$ cat config.mk
export PLATFORM = sky130hd
export DESIGN_NAME = ovl_mixer
export DESIGN_NICKNAME = d
export VERILOG_FILES = /design/src/rtl/ovl_mix_pkg.sv /design/src/rtl/ovl_addr_gen.sv /design/src/rtl/ovl_chan_avg.sv /design/src/rtl/ovl_pix_blend.sv /design/src/rtl/ovl_mixer.sv
export SDC_FILE = /design/constraint.sdc
export NUM_CORES = 1
export LEC_CHECK = 0
export ABC_AREA = 1
export BUFFER_PORTS_ARGS = -buffer_cell sky130_fd_sc_hd__buf_2
export CELL_PAD_IN_SITES_DETAIL_PLACEMENT = 0
export CELL_PAD_IN_SITES_GLOBAL_PLACEMENT = 1
export CORE_MARGIN = 1
export CORE_UTILIZATION = 29
export CTS_CLUSTER_SIZE = 25
export DETAILED_ROUTE_END_ITERATION = 8
export GPL_TIMING_DRIVEN = 0
export PLACE_DENSITY = 0.78
export SLEW_MARGIN = 20
export SYNTH_ARGS = -nofsm -noshare
export SYNTH_HDL_FRONTEND = slang
export SYNTH_SLANG_ARGS = --single-unit
$ cat constraint.sdc
create_clock -name clk -period 2.9 [get_ports clk]
set_input_delay 0.435 -clock clk [delete_from_list [all_inputs] [get_ports clk]]
set_output_delay 0.435 -clock clk [all_outputs]
set_load 0.02 [all_outputs]
$ cat src/rtl/ovl_mix_pkg.sv
package ovl_mix_pkg;

    localparam int PIX_W  = 8;
    localparam int N_CHAN = 3;

    typedef logic [PIX_W-1:0] pix_t;

    // channel 0 = blue [1:0], 1 = green [4:2], 2 = red [7:5]
    function automatic int chan_lo(input int idx);
        case (idx)
            0:       return 0;
            1:       return 2;
            default: return 5;
        endcase
    endfunction

    function automatic int chan_w(input int idx);
        return (idx == 0) ? 2 : 3;
    endfunction

    typedef struct packed {
        logic sel;
        logic act1;
        logic act2;
        pix_t pix;
    } mix_state_t;

endpackage

$ cat src/rtl/ovl_addr_gen.sv
module ovl_addr_gen #(
    parameter int H_RES  = 640,
    parameter int V_RES  = 480,
    parameter int XW     = $clog2(H_RES),
    parameter int YW     = $clog2(V_RES),
    parameter int ADDR_W = $clog2((H_RES / 2) * (V_RES / 2))
) (
    input  logic [XW-1:0]     pix_x,
    input  logic [YW-1:0]     pix_y,
    output logic [ADDR_W-1:0] addr
);
    localparam int SRC_W = H_RES / 2;

    logic [ADDR_W-1:0] row_d;
    logic [ADDR_W-1:0] col_d;

    always_comb begin
        row_d = ADDR_W'(pix_y >> 1);
        col_d = ADDR_W'(pix_x >> 1);
        addr  = row_d * ADDR_W'(SRC_W) + col_d;
    end
endmodule

$ cat src/rtl/ovl_chan_avg.sv
module ovl_chan_avg #(
    parameter int W = 3
) (
    input  logic [W-1:0] a,
    input  logic [W-1:0] b,
    output logic [W-1:0] m
);
    logic [W:0] sum_d;

    always_comb begin
        sum_d = {1'b0, a} + {1'b0, b};
        m     = sum_d[W:1];
    end
endmodule

$ cat src/rtl/ovl_pix_blend.sv
module ovl_pix_blend
    import ovl_mix_pkg::*;
(
    input  pix_t cam,
    input  pix_t gfx,
    input  logic sel,
    output pix_t mix
);
    pix_t avg_d;

    for (genvar i = 0; i < N_CHAN; i++) begin : g_chan
        localparam int LO = chan_lo(i);
        localparam int W  = chan_w(i);
        ovl_chan_avg #(.W(W)) u_avg (
            .a (cam[LO +: W]),
            .b (gfx[LO +: W]),
            .m (avg_d[LO +: W])
        );
    end

    always_comb begin
        mix = sel ? avg_d : cam;
    end
endmodule

$ cat src/rtl/ovl_mixer.sv
module ovl_mixer
    import ovl_mix_pkg::*;
#(
    parameter int H_RES  = 640,
    parameter int V_RES  = 480,
    parameter int XW     = $clog2(H_RES),
    parameter int YW     = $clog2(V_RES),
    parameter int ADDR_W = $clog2((H_RES / 2) * (V_RES / 2))
) (
    input  logic              clk,
    input  logic              rst_n,
    input  logic              ovl_sw,
    input  logic              vid_active,
    input  logic [XW-1:0]     pix_x,
    input  logic [YW-1:0]     pix_y,
    output logic [ADDR_W-1:0] cam_addr,
    output logic [ADDR_W-1:0] gfx_addr,
    input  logic [7:0]        cam_rdata,
    input  logic [7:0]        gfx_rdata,
    output logic [7:0]        pix_out,
    output logic              pix_valid
);
    logic [ADDR_W-1:0] addr_d;
    pix_t              mix_d;
    mix_state_t        st_d, st_q;

    ovl_addr_gen #(
        .H_RES (H_RES), .V_RES (V_RES), .XW (XW), .YW (YW), .ADDR_W (ADDR_W)
    ) u_addr (
        .pix_x (pix_x),
        .pix_y (pix_y),
        .addr  (addr_d)
    );

    ovl_pix_blend u_blend (
        .cam (cam_rdata),
        .gfx (gfx_rdata),
        .sel (st_q.sel),
        .mix (mix_d)
    );

    always_comb begin
        st_d      = st_q;
        st_d.sel  = ovl_sw;
        st_d.act1 = vid_active;
        st_d.act2 = st_q.act1;
        st_d.pix  = st_q.act1 ? mix_d : '0;
    end

    always_ff @(posedge clk) begin
        if (!rst_n) st_q <= '0;
        else        st_q <= st_d;
    end

    assign cam_addr  = addr_d;
    assign gfx_addr  = addr_d;
    assign pix_out   = st_q.pix;
    assign pix_valid = st_q.act2;
endmodule

==> impl_metrics.toml <==
[outcome]
status = "finished clean"

[yosys]
syn_nets = 249
syn_inst = 186
netlist-cell-type-count = 21
ys_warn_count = 0
synth_seq_cells = 11
yosysTopAreaCell = "ha_1"
avgSynthCellArea_um2 = 7.25
synth.area.top_cells = "ha_1 (18%), dfxtp_1 (16%), buf_4 (13%)"
synth_top_area_share_pct = 17.6
syn_area_um2 = 1350
ys_seq_area_share_pct = 16.3

[clock_tree]
htree_levels = 1
clock_latency_ns = 0.24
cts.sinks = 11
ctsRootBufferMaster = "clkbuf_8"
clk_pin_slew_ns = 0.05
ctsLongestPathBuffers = 2
numCtsBuffers = 3
cts_tree = "yes"

[worst_setup_path]
critPathKind = "input pin to output pin"
crit_path_end_kind = "output pin"
worstPathRequired_ns = 2.47
slowest_delay_ns = 0.54
reg2reg_depth = 4
cp_cell_sequence = "buf_6 > ha_4 > ha_4 > fa_2 > nand2_2 > inv_2 > nand2_2 > nor2_4 > nand3_2 > o21bai_1 > nand2_1 > buf_6 > buf_6"
cp.arrival_ns = 2.32
crit_fanout = 4
start_kind = "input pin"
slowest_stage = "fa_2"
cpMostUsedCell = "buf_6"
cp_num_buf_inv = 4
cp.depth = 13
critPathTopFamily = "adder cells"

[timing]
slew_headroom_pct = 83.0
whs_ns = 0.390
finClkSkew_ns = 0.00156
period_share_pct = 95.0
final_hold_viol_count = 0
setup_violations = 0
layout_min_cycle_time_ns = 2.76
fmax_mhz = 363
final_max_slew_viol_count = 0
worstMarginPinSlew_ns = 0.255
setup_slack_ns = 0.144
rsz0062_at_grt = "false"
tns_ns = 0

[grt]
antenna_found_initial = 0
grt_pass1_wl_um = 4730
grt-ovfl-total = 0
grt_max_degree = 11
track_usage_pct = 11.4
grt_pass1_vias = 1203

[layout]
nFillCells = 451
nNetsFinal = 330
multi_input_area_um2 = 912
stdcell_area_um2 = 1940
n_antenna_cell = 0
syn_to_final_growth_pct = 44.0
seqCellArea_um2 = 220
final_util_pct = 44.0
post_route_cells_drive_above_1_share_pct = 46.6
layout.cells.non_filler = 318

[pwr]
power_leakage_nw = 1.12
p_total_mw = 0.804
powerDensity_nw_per_um2 = 414
peakVddDrop_v = 0.000147

[route]
final_antenna_net_count = 0
drt-met1-wl_um = 1220
finalWirelength_um = 2850
post-route-drc-count = 0
vias = 1376
first_pass_iters = 5
top_layer_used = "met4"
via_per_inst = 4.33
wl_met2_um = 1430
wl_met3_um = 177
first_iter_violations = 34
wl_per_cell_um = 8.97

[place]
dp_hpwl_um = 2430
pre_cts_ws_ns = -0.199
io_buffer_count = 73
place_inst = 311
dpl-instance-area_um2 = 1790
gp_congestion = 0.745

[floorplanning]
rows = 24
initial_core_util_pct = 30.6
core_area_um2 = 4410
die_x_um = 70.2
die-area_um2 = 4930
die_h_um = 70.2
ios = 82

[worst_hold_path]
holdPathStages = 3
min_path_type = "input pin to flop"

[flow_run]
cap_violations = 0
==> cell usage in the layout, fill, tap and decap left out, types with 4 or more instances in the layout <==
| master | count |
|---|---|
| buf_6 | 4 |
| ha_1 | 14 |
| nand2_1 | 32 |
| nor2_1 | 7 |
| inv_1 | 29 |
| buf_4 | 25 |
| nand3_1 | 8 |
| fa_1 | 4 |
| buf_2 | 70 |
| a21oi_1 | 16 |
| nand2_2 | 6 |
| nand4_1 | 6 |
| dfxtp_1 | 11 |
==> Yosys cell counts, drive strengths merged <==
cell    instances
and2            1
xor2            5
buf            23
nand4           6
dfxtp          11
nand2          38
o21bai          1
a21oi          16
fa              5
nand3          11
inv            31
xnor2           3
ha             19
nor2           10
o21ai           6
==> what timing repair did <==
action	4_1_cts	5_1_grt
setup buffers	1	2
hold buffers	0	0
gates resized for setup	7	12
setup endpoints to repair	8	6
pin swaps	3	7
==> cells by family (layout without fill, tap and decap cells) <==
family | after synthesis | in the layout | share of synthesized area, %
DFF | 11 | 11 | 16.3
and+or+nand+nor | 66 | 66 | 23.3
adders and majority gates | 24 | 24 | 25.0
AOI/OAI and AO/OA | 23 | 23 | 8.72
xor gates and xnor gates | 8 | 8 | 5.20
buffers and inverters | 54 | 134 | 21.4
==> state kept, by name, summed over array words and instances, names as in the netlist <==
signal     count
pix_valid      1
pix_out        8
st_q           1
st_d           1
==> layer usage <==
metal	vias up	track usage, %
li1	734	-
met1	590	13.8
met2	49	21.2
met3	3	1.30
met4	0	3.33
met5	-	0
==> worst register-to-register path, cell delays in order, from the launching register on <==
cell	delay [ns]
dfxtp_1	0.45
inv_2	0.15
a21oi_1	0.19
o21ai_1	0.09
inv_1	0.05
==> layout make-up <==
type	count	share of cell area [%]
flip-flops and latches	11	11.3
clock buffers	4	2.32
well taps	52	3.35
repair buffers	76	20.9
multi-input cells	121	47.0
plain buffers	23	9.09
inverters	31	5.99
==> report_power, final <==
part / total [mW] / switching, mW / internal, mW
Sequential: 0.160 / 0.00242 / 0.157
Clock: 0.152 / 0.0556 / 0.0963
Combinational: 0.492 / 0.280 / 0.212
==> worst paths after layout <==
path | start | end | slack, ns
worst max-delay path | pix_y[4] | gfx_addr[15] | 0.14
worst min-delay path | vid_active | st_d[8] | 0.39
worst max register to register | st_q[10] | pix_out[3] | 1.92
worst min register to register | st_q[10] | pix_out[2] | 0.55
No activity file was read; power rests on OpenSTA's default activity.
